$ cat src/rtl/sadc_reader_pkg.sv
`timescale 1ns/1ps
package sadc_reader_pkg;

  typedef enum logic [2:0] {
    ST_IDLE,
    ST_PULSE,
    ST_GAP,
    ST_CONV,
    ST_SHIFT,
    ST_HOLD
  } rd_state_t;

  function automatic int max2(input int a, input int b);
    return (a > b) ? a : b;
  endfunction

endpackage

$ cat src/rtl/sadc_phase_timer.sv
`timescale 1ns/1ps
module sadc_phase_timer #(
  parameter int W = 11
) (
  input  logic         clk,
  input  logic         rst_n,
  input  logic         load,
  input  logic [W-1:0] load_val,
  output logic         zero
);

  logic [W-1:0] cnt_q;

  always_ff @(posedge clk or negedge rst_n) begin
    if (!rst_n)             cnt_q <= '0;
    else if (load)          cnt_q <= load_val;
    else if (cnt_q != '0)   cnt_q <= cnt_q - 1'b1;
  end

  assign zero = (cnt_q == '0);

endmodule

$ cat src/rtl/sadc_capture_shift.sv
`timescale 1ns/1ps
module sadc_capture_shift #(
  parameter int DW = 8
) (
  input  logic          clk,
  input  logic          rst_n,
  input  logic          clear,
  input  logic          shift_en,
  input  logic          din,
  output logic [DW-1:0] data,
  output logic          full
);

  localparam int CW = $clog2(DW + 1);

  logic [DW-1:0] data_q;
  logic [CW-1:0] cnt_q;

  always_ff @(posedge clk or negedge rst_n) begin
    if (!rst_n) begin
      data_q <= '0;
      cnt_q  <= '0;
    end else if (clear) begin
      data_q <= '0;
      cnt_q  <= '0;
    end else if (shift_en) begin
      data_q <= {data_q[DW-2:0], din};
      cnt_q  <= cnt_q + 1'b1;
    end
  end

  assign data = data_q;
  assign full = (cnt_q == CW'(DW));

endmodule

$ cat src/rtl/sadc_reader.sv
`timescale 1ns/1ps
module sadc_reader
  import sadc_reader_pkg::*;
#(
  parameter int CPOL          = 0,
  parameter int DATA_W        = 8,
  parameter int CLK_PERIOD_PS = 5000,
  parameter int START_HI_CYC  = 10,
  parameter int CONV_WAIT_CYC = 1500,
  parameter int SCLK_HI_CYC   = 20,
  parameter int SCLK_LO_CYC   = 20
) (
  input  logic              clk,
  input  logic              rst_n,
  input  logic              req_valid,
  output logic              req_ready,
  input  logic              req_mid,
  output logic              conv_start,
  output logic              ser_clk,
  input  logic              ser_din,
  output logic              res_valid,
  input  logic              res_ready,
  output logic [DATA_W-1:0] res_data
);

  localparam int   MAXC     = max2(max2(START_HI_CYC, CONV_WAIT_CYC),
                                   max2(SCLK_HI_CYC, SCLK_LO_CYC));
  localparam int   TW       = $clog2(MAXC + 1);
  localparam logic IDLE_LVL = (CPOL != 0);

  // Timing floors of the converter, in picoseconds.
  localparam longint START_PS  = longint'(START_HI_CYC) * CLK_PERIOD_PS;
  localparam longint CONV_PS   = longint'(CONV_WAIT_CYC) * CLK_PERIOD_PS;
  localparam longint HI_PS     = longint'(SCLK_HI_CYC) * CLK_PERIOD_PS;
  localparam longint LO_PS     = longint'(SCLK_LO_CYC) * CLK_PERIOD_PS;

  if (START_PS < 50000) begin : g_bad_start
    $error("start pulse shorter than 50 ns");
  end
  if (CONV_PS < 7500000) begin : g_bad_conv
    $error("conversion wait shorter than 7.5 us");
  end
  if (HI_PS < 75000 || LO_PS < 75000) begin : g_bad_phase
    $error("serial clock phase shorter than 75 ns");
  end
  if (HI_PS + LO_PS < 200000) begin : g_bad_rate
    $error("serial clock faster than 5 MHz");
  end
  if (DATA_W < 2) begin : g_bad_width
    $error("result width below 2");
  end

  rd_state_t st_q, st_n;
  logic cs_q, cs_n, sclk_q, sclk_n, sec_q, sec_n, mid_q, mid_n;
  logic          t_load, t_zero;
  logic [TW-1:0] t_val;
  logic          sh_clr, sh_en, sh_full;

  sadc_phase_timer #(.W(TW)) i_timer (
    .clk(clk), .rst_n(rst_n), .load(t_load), .load_val(t_val), .zero(t_zero)
  );

  sadc_capture_shift #(.DW(DATA_W)) i_shift (
    .clk(clk), .rst_n(rst_n), .clear(sh_clr), .shift_en(sh_en),
    .din(ser_din), .data(res_data), .full(sh_full)
  );

  always_comb begin
    st_n   = st_q;
    cs_n   = cs_q;
    sclk_n = sclk_q;
    sec_n  = sec_q;
    mid_n  = mid_q;
    t_load = 1'b0;
    t_val  = '0;
    sh_clr = 1'b0;
    sh_en  = 1'b0;
    unique case (st_q)
      ST_IDLE: if (req_valid) begin
        st_n   = ST_PULSE;
        cs_n   = 1'b1;
        sec_n  = 1'b0;
        mid_n  = req_mid;
        t_load = 1'b1;
        t_val  = TW'(START_HI_CYC - 1);
        sh_clr = 1'b1;
      end
      ST_PULSE: if (t_zero) begin
        cs_n   = 1'b0;
        t_load = 1'b1;
        if (mid_q && !sec_q) begin
          st_n  = ST_GAP;
          t_val = TW'(START_HI_CYC - 1);
        end else begin
          st_n  = ST_CONV;
          t_val = TW'(CONV_WAIT_CYC - 1);
        end
      end
      ST_GAP: if (t_zero) begin
        st_n   = ST_PULSE;
        cs_n   = 1'b1;
        sec_n  = 1'b1;
        t_load = 1'b1;
        t_val  = TW'(START_HI_CYC - 1);
      end
      ST_CONV: if (t_zero) begin
        st_n   = ST_SHIFT;
        t_load = 1'b1;
        if (IDLE_LVL) begin
          sclk_n = 1'b0;
          t_val  = TW'(SCLK_LO_CYC - 1);
        end else begin
          sclk_n = 1'b1;
          sh_en  = 1'b1;
          t_val  = TW'(SCLK_HI_CYC - 1);
        end
      end
      ST_SHIFT: if (t_zero) begin
        if (sclk_q) begin
          if (sh_full) begin
            st_n   = ST_HOLD;
            sclk_n = IDLE_LVL;
          end else begin
            sclk_n = 1'b0;
            t_load = 1'b1;
            t_val  = TW'(SCLK_LO_CYC - 1);
          end
        end else begin
          sclk_n = 1'b1;
          sh_en  = 1'b1;
          t_load = 1'b1;
          t_val  = TW'(SCLK_HI_CYC - 1);
        end
      end
      ST_HOLD: if (res_ready) st_n = ST_IDLE;
      default: st_n = ST_IDLE;
    endcase
  end

  always_ff @(posedge clk or negedge rst_n) begin
    if (!rst_n) begin
      st_q   <= ST_IDLE;
      cs_q   <= 1'b0;
      sclk_q <= IDLE_LVL;
      sec_q  <= 1'b0;
      mid_q  <= 1'b0;
    end else begin
      st_q   <= st_n;
      cs_q   <= cs_n;
      sclk_q <= sclk_n;
      sec_q  <= sec_n;
      mid_q  <= mid_n;
    end
  end

  assign req_ready  = (st_q == ST_IDLE);
  assign res_valid  = (st_q == ST_HOLD);
  assign conv_start = cs_q;
  assign ser_clk    = sclk_q;

endmodule

$ cat config.mk
export PLATFORM = sky130hd
export DESIGN_NAME = sadc_reader
export DESIGN_NICKNAME = d
export VERILOG_FILES = /design/src/rtl/sadc_reader_pkg.sv /design/src/rtl/sadc_phase_timer.sv /design/src/rtl/sadc_capture_shift.sv /design/src/rtl/sadc_reader.sv
export SDC_FILE = /design/constraint.sdc
export NUM_CORES = 1
export LEC_CHECK = 0
export BUFFER_PORTS_ARGS = -buffer_cell sky130_fd_sc_hd__buf_2
export CORE_MARGIN = 4
export CORE_UTILIZATION = 50
export DETAILED_ROUTE_END_ITERATION = 6
export PLACE_DENSITY = 0.67
export SETUP_SLACK_MARGIN = 0.2
export SYNTH_ARGS = -nofsm -noshare
export SYNTH_HDL_FRONTEND = slang
export SYNTH_SLANG_ARGS = --single-unit
$ cat constraint.sdc
create_clock -name clk -period 7.1 [get_ports clk]
set_input_delay 0.71 -clock clk [delete_from_list [all_inputs] [get_ports clk]]
set_output_delay 0.71 -clock clk [all_outputs]
set_load 0.005 [all_outputs]
## Word level (Yosys, flattened, before mapping)

Cells that the tools add are included.

- $add $sub $neg: 2
- Multipliers: 0
- Divide/modulo/power cells: 0
- $lt $le $gt $ge: 0
- Equality and inequality tests: 14
- Shifts and indexed selects: 0
- Multiplexer cells: 43
- Bitwise logic cells: 0
- Reductions and logical operators: 16

Operator list:

| cell | count |
|---|---|
| $mux W11 | 6 |
| $pmux W11 S5 | 1 |
| $mux W3 | 8 |
| $pmux W3 S6 | 1 |
| $mux W4 | 4 |
| $mux W8 | 2 |
| $mux W1 | 14 |
| $ne A2 B1 Y1 const B | 6 |
| $logic_not A11 Y1 | 1 |
| $reduce_bool A11 Y1 | 1 |
| $sub A11 B1 Y11 const B | 1 |
| $mux W5 | 2 |
| $reduce_and A8 Y1 | 1 |
| $reduce_bool A2 Y1 | 4 |
| $eq A3 B2 Y1 const B | 2 |
| $eq A3 B3 Y1 const B | 2 |
| $pmux W1 S2 | 3 |
| $pmux W1 S3 | 2 |
| $reduce_and A3 Y1 | 2 |
| $add A4 B1 Y4 const B | 1 |
| $eq A4 B4 Y1 const B | 1 |
| $ne A2 B2 Y1 const B | 2 |
| $reduce_and A4 Y1 | 1 |
| $eq A3 B1 Y1 const B | 1 |
| other kinds (6) | 6 |

- Flip-flop bits (word level): 30
- Bits in latches: 0
- Bits in writable memories: 0
- Memory bits (read-only): 0
- Input bits: 6
- Output and inout port bits: 12
- Logic and storage cells: 83
- Memories kept: 0

## Longest topological paths before layout

- Depth in word-level cells: 6
- Depth in mapped cells: 8
- Depth with buffers taken out: 6

## Cells and area by module

From an unflattened synthesis, not the netlist that was laid out.

- Cells, all modules: 173
- Area, all modules: 1704.1 µm²

Modules (own cells, without submodules):

| module | instances | cells each | area each (µm²) | sequential area each (µm²) |
|---|---|---|---|---|
| sadc_phase_timer | 1 | 63 | 626.9 | 275.3 |
| sadc_capture_shift | 1 | 47 | 546.8 | 300.3 |
| sadc_reader | 1 | 63 | 530.5 | 175.2 |

## Least setup slack after synthesis

Ideal clock, no wire load.

- Path kind: register to register
- Start: register i_timer.cnt_q[0]
- End: register i_shift.cnt_q[1]
- Library setup time: 0.125 ns
- Data arrival time: 2.197 ns
- Data required time: 6.975 ns
- Setup slack: 4.778 ns
- Stages on the path, launching flop included: 8
- Buffers on the path: 1
- Clock period less this slack: 2.322 ns
- Cells stage by stage: dfrtp_1 inv_1 ha_1 or4b_1 or4_4 or2_1 buf_6 mux2_4

- Cells in the longest elaborated chain, start to end: 4
- Elaborated cells on any way between the ends: 5
- Classes of those cells: mux: 3; reduce/logical: 2

RTL lines:

| item | line | RTL |
|---|---|---|
| start: declaration | sadc_phase_timer.sv:12 | `logic [W-1:0] cnt_q;` |
| start signal: assignment | sadc_phase_timer.sv:16 | `else if (load) cnt_q <= load_val;` |
| start signal: assignment | sadc_phase_timer.sv:17 | `else if (cnt_q != '0) cnt_q <= cnt_q - 1'b1;` |
| $logic_not A11 Y1 (*) | sadc_phase_timer.sv:20 | `assign zero = (cnt_q == '0);` |
| $mux W1, on equally long branches | n/a |  |
| $pmux W1 S2 (*) | sadc_reader.sv:78 | `unique case (st_q)` |
| $reduce_bool A2 Y1 (no line) (*) | n/a |  |
| end signal: assignment | sadc_capture_shift.sv:28 | `cnt_q <= cnt_q + 1'b1;` |
| end: declaration | sadc_capture_shift.sv:17 | `logic [CW-1:0] cnt_q;` |

Mark *: on every way between the ends. The rest lies on a longest branch, timed or not.
A chain may end at the register's enable or synchronous reset.

## Worst setup path after layout

- Start: register i_timer.cnt_q[0]
- End: register i_shift.data_q[6] (netlist: i_shift.data[6])

- Cells in the longest elaborated chain, start to end: 4
- Elaborated cells on any way between the ends: 5
- Classes of those cells: mux: 3; reduce/logical: 2

RTL lines:

| item | line | RTL |
|---|---|---|
| $logic_not A11 Y1 (*) | sadc_phase_timer.sv:20 |  |
| $mux W1, on equally long branches | n/a |  |
| $pmux W1 S2 (*) | sadc_reader.sv:78 |  |
| $reduce_bool A2 Y1 (no line) (*) | n/a |  |
| end signal: assignment | sadc_capture_shift.sv:27 | `data_q <= {data_q[DW-2:0], din};` |
| end: declaration | sadc_capture_shift.sv:16 | `logic [DW-1:0] data_q;` |

Marks and branches as above.

==> results.txt <==
- STA classifies the critical path endpoint as a flip-flop.
* Startpoint type of the worst setup path: flip-flop
- Arrival time reported for the critical path endpoint: 2.89 ns
- Static Leak: 0.8322 nW
- Number of nets in the finished design: 204
* Number of hold violations in the final report: 0
* CTS Hold Buffers Added: 0
- The later pin in the worst-skew pair is clocked with a latency of 0.34 ns.
* Largest stage delay on the critical path: 0.52 ns
* Yosys cell types: 43
* GRT Residual Overflow: 0
* Flop and latch count out of synthesis: 30
- Rows: 20
* Relative contribution of combinational cells to total power: 0.339
- In the final layout, the share of cells above drive strength 1 is 0.1888.
* Sequential share of the synthesized area: 0.4383
- The clock passes through at most 2 buffers.
* Worst relative slew slack: 0.5409
- Of all nets on the critical path, the largest fanout is 14.
- Vias per std cell: 5.746
- The share of total power dissipated in sequential elements is 0.485.
- Most frequent standard cell in the layout excluding fill and tap cells: sky130_fd_sc_hd__dfrtp_1
* Internal portion of total power: 0.3797 mW
* Worst hold slack: 0.3935 ns
* Antenna cell count: 0
* Max capacitance violation total: 0
- The area growth from synthesis to layout is 8.546%.
- Derived from the worst setup path, the maximum achievable clock frequency is 374.7 MHz.
- Post-detail-place hpwl: 2412 µm
- Power spread over the standard cell area amounts to 328.2 mW/mm².
- Synthesized Nets: 192
- WL per Instance: 14.95 µm
- Pin placement for this block handled 18 I/O pins.
- Summed over all nets, wire length on met3 after detailed routing comes to 159 µm.
- Clock transition at the register clock pins on the worst setup and hold paths after CTS: 0.10 ns
* Number of global-route vias before repair: 1,356
- Of all flip-flops after synthesis, the portion carrying an async set or reset was 1.000.
- Via total after detailed routing: 1,379
- DRC violations left: 0
* Number of antenna violations at the first check in global routing: 0
- For the final database, setup skew stands at 0.01486 ns.
- CTS built an H-tree with a depth of 2.
* Portion of the clock cycle consumed by the worst path in the final layout: 0.3758
* Sequence of cells on the critical path: inv_1 -> ha_1 -> or4b_1 -> or4_4 -> or2_1 -> mux2_4
* RSZ-0062 raised after global routing: false
- Die Area: 0.004426 mm²
* Post_cts resized: 0
- Clock network fraction of design power: 0.176
- Synthesis handed over a netlist of 183 instances.
- Switching share of total power: 0.3777
- Summed over all nets, the switching power comes to 0.2305 mW.
* Post-synth top flop: sky130_fd_sc_hd__dfrtp_1
* Commonest cells after routing, fill and taps aside: sky130_fd_sc_hd__dfrtp_1, sky130_fd_sc_hd__buf_2, sky130_fd_sc_hd__nand2_1
- STA puts the critical path data required time at 7.32 ns.
- CTS Root Cell: sky130_fd_sc_hd__clkbuf_4
- Total instance count after detailed placement: 232
* Count of buffers added by post-CTS timing repair for setup: 0
- In the detailed route, the total length drawn on met2 is 1685 µm.
- The initial utilization of the core area, before any placement, comes to 0.5433.
- Transition time at the pin with the least slew margin: 0.6887 ns
* Fin Setup TNS: 0 ns
- Post-detailed-route count of antenna-violating nets: 0
* Synthesized area per cell: 9.360 µm²
* Cells taking the most area after synthesis: sky130_fd_sc_hd__dfrtp_1, sky130_fd_sc_hd__mux2_4, sky130_fd_sc_hd__o31ai_1
* Number of cells in the finished layout apart from fillers: 240
- Die outline height: 66.53 µm
- Worst path bufs/invs: 1
- The detailed router used layers up to and including met4.
- Mapped Area: 0.001713 mm²
- Floorplan core area: 0.003153 mm²
- Largest net degree at the start of global routing: 31
* Sink Count: 30
- Finish-stage setup viols: 0
- In this run, CTS created clock tree buffers numbering 5.
* Outcome: finished clean
- TritonCTS built the clock tree.
* Final critical path time including I/O delays and setup: 2.668 ns
- The min-delay analysis places its worst path in the category in -> async.
- In this design, the largest share of critical-path delay is due to simple AND/OR/NAND/NOR gates.
- Final estimated routing congestion in global placement: 0.8324
- VDD sags by at most 0.1449 mV.
- Number of enable flip-flop cells after synthesis: 0
* Routed met1 length: 1672 µm
- The share of synthesized area in the top cell type comes to 0.4383.
- The count of pins over their slew limit was 0.
- Before antenna repair, the detailed router went through 4 iterations.
- The routed design has 3588 µm of wire.
* First-pass GRT wire length: 5940 µm
* Number of warnings printed during yosys synthesis: 0
- From left edge to right edge, the die measures 66.53 µm.
* Leading area contributor after synthesis: sky130_fd_sc_hd__dfrtp_1
- Worst setup path category: reg -> reg
- Total GRT Usage: 0.1777
- On the critical path, the stage with the largest delay is an instance of sky130_fd_sc_hd__or4_4.
- The design draws 0.6101 mW.
- Input and output buffers added on the ports amount to 17.
* Iteration-0 DRC Markers: 61
[stage by stage]
stage                     setup slack, ns    util  area [µm²]
after floorplan                     4.778       -        1713
after global placement              4.550  0.5706        1799
after detailed placement            4.473  0.5706        1799
after CTS                           4.437  0.5897        1859
after global routing                4.358  0.5897        1859
final                               4.432  0.5897        1859
[metal layers]
layer  vias up  GRT usage
met5         -          0
met2        31     0.2838
met4         0    0.09137
met1       664     0.2246
met3        10    0.03879
li1        674          -
[worst paths after layout]
check	depth (start not counted)	startpoint	slack, ns	endpoint
worst max-delay path	6	i_timer.cnt_q[0]	4.43	i_shift.data[6]
worst min register to register	2	i_shift.data[7]	0.55	i_shift.data[7]
worst max register to register	6	i_timer.cnt_q[0]	4.43	i_shift.data[6]
worst min-delay path	1	rst_n	0.39	st_q[0]
min in group clk	2	i_shift.data[7]	0.55	i_shift.data[7]
max in group asynchronous	1	rst_n	6.25	i_shift.data[3]
[cells by family (layout without fill, tap and decap cells)]
group / Yosys count / in the layout / share of synthesized area
xor+xnor: 5 / 5 / 0.02556
simple gates: 73 / 73 / 0.2403
compound gates: 39 / 39 / 0.1446
buf+inv: 23 / 36 / 0.05551
mux: 10 / 10 / 0.07378
fa+ha+maj: 3 / 3 / 0.02192
flops: 30 / 30 / 0.4383
[sequential cells by signal (all words and copies together) (netlist names)]
name,count
sec_q,1
st_q,3
i_shift.cnt_q,4
ser_clk,1
i_shift.data,8
mid_q,1
i_timer.cnt_q,11
conv_start,1
[synth_stat cells, drive strengths merged, types with 4 or more instances]
master	instances
nand3	5
or3	5
dfrtp	30
or4	5
xnor2	5
a21oi	12
inv	11
mux2	6
nor3	5
o31ai	9
nand2	16
o21ai	8
mux2i	4
clkbuf	9
nor2	12
[worst reg2reg max path, stage by stage, from the launching register on]
cell	delay (ns)
sky130_fd_sc_hd__dfrtp_1	0.43
sky130_fd_sc_hd__inv_1	0.09
sky130_fd_sc_hd__ha_1	0.23
sky130_fd_sc_hd__or4b_1	0.46
sky130_fd_sc_hd__or4_4	0.52
sky130_fd_sc_hd__or2_1	0.46
sky130_fd_sc_hd__mux2_4	0.37
[final cells by class]
cell class                      count  area, µm²
Clock buffer                        7      55.05
Clock inverter                      1      5.005
Fill cell                         297       1294
Inverter                           11      41.29
Multi-Input combinational cell    130      867.1
Sequential cell                    30      750.7
Tap cell                           44      55.05
Timing Repair Buffer               17      85.08
[power groups by stage]
stage,Sequential [mW],Combinational (mW),Clock [mW]
6_report,0.296,0.207,0.107
5_1_grt,0.304,0.233,0.117
4_1_cts,0.294,0.210,0.110
3_5_place_dp,0.296,0.206,0
3_3_place_gp,0.293,0.200,0
2_1_floorplan,0.275,0.167,0
Note: power is estimated with default switching activity, not from simulation.
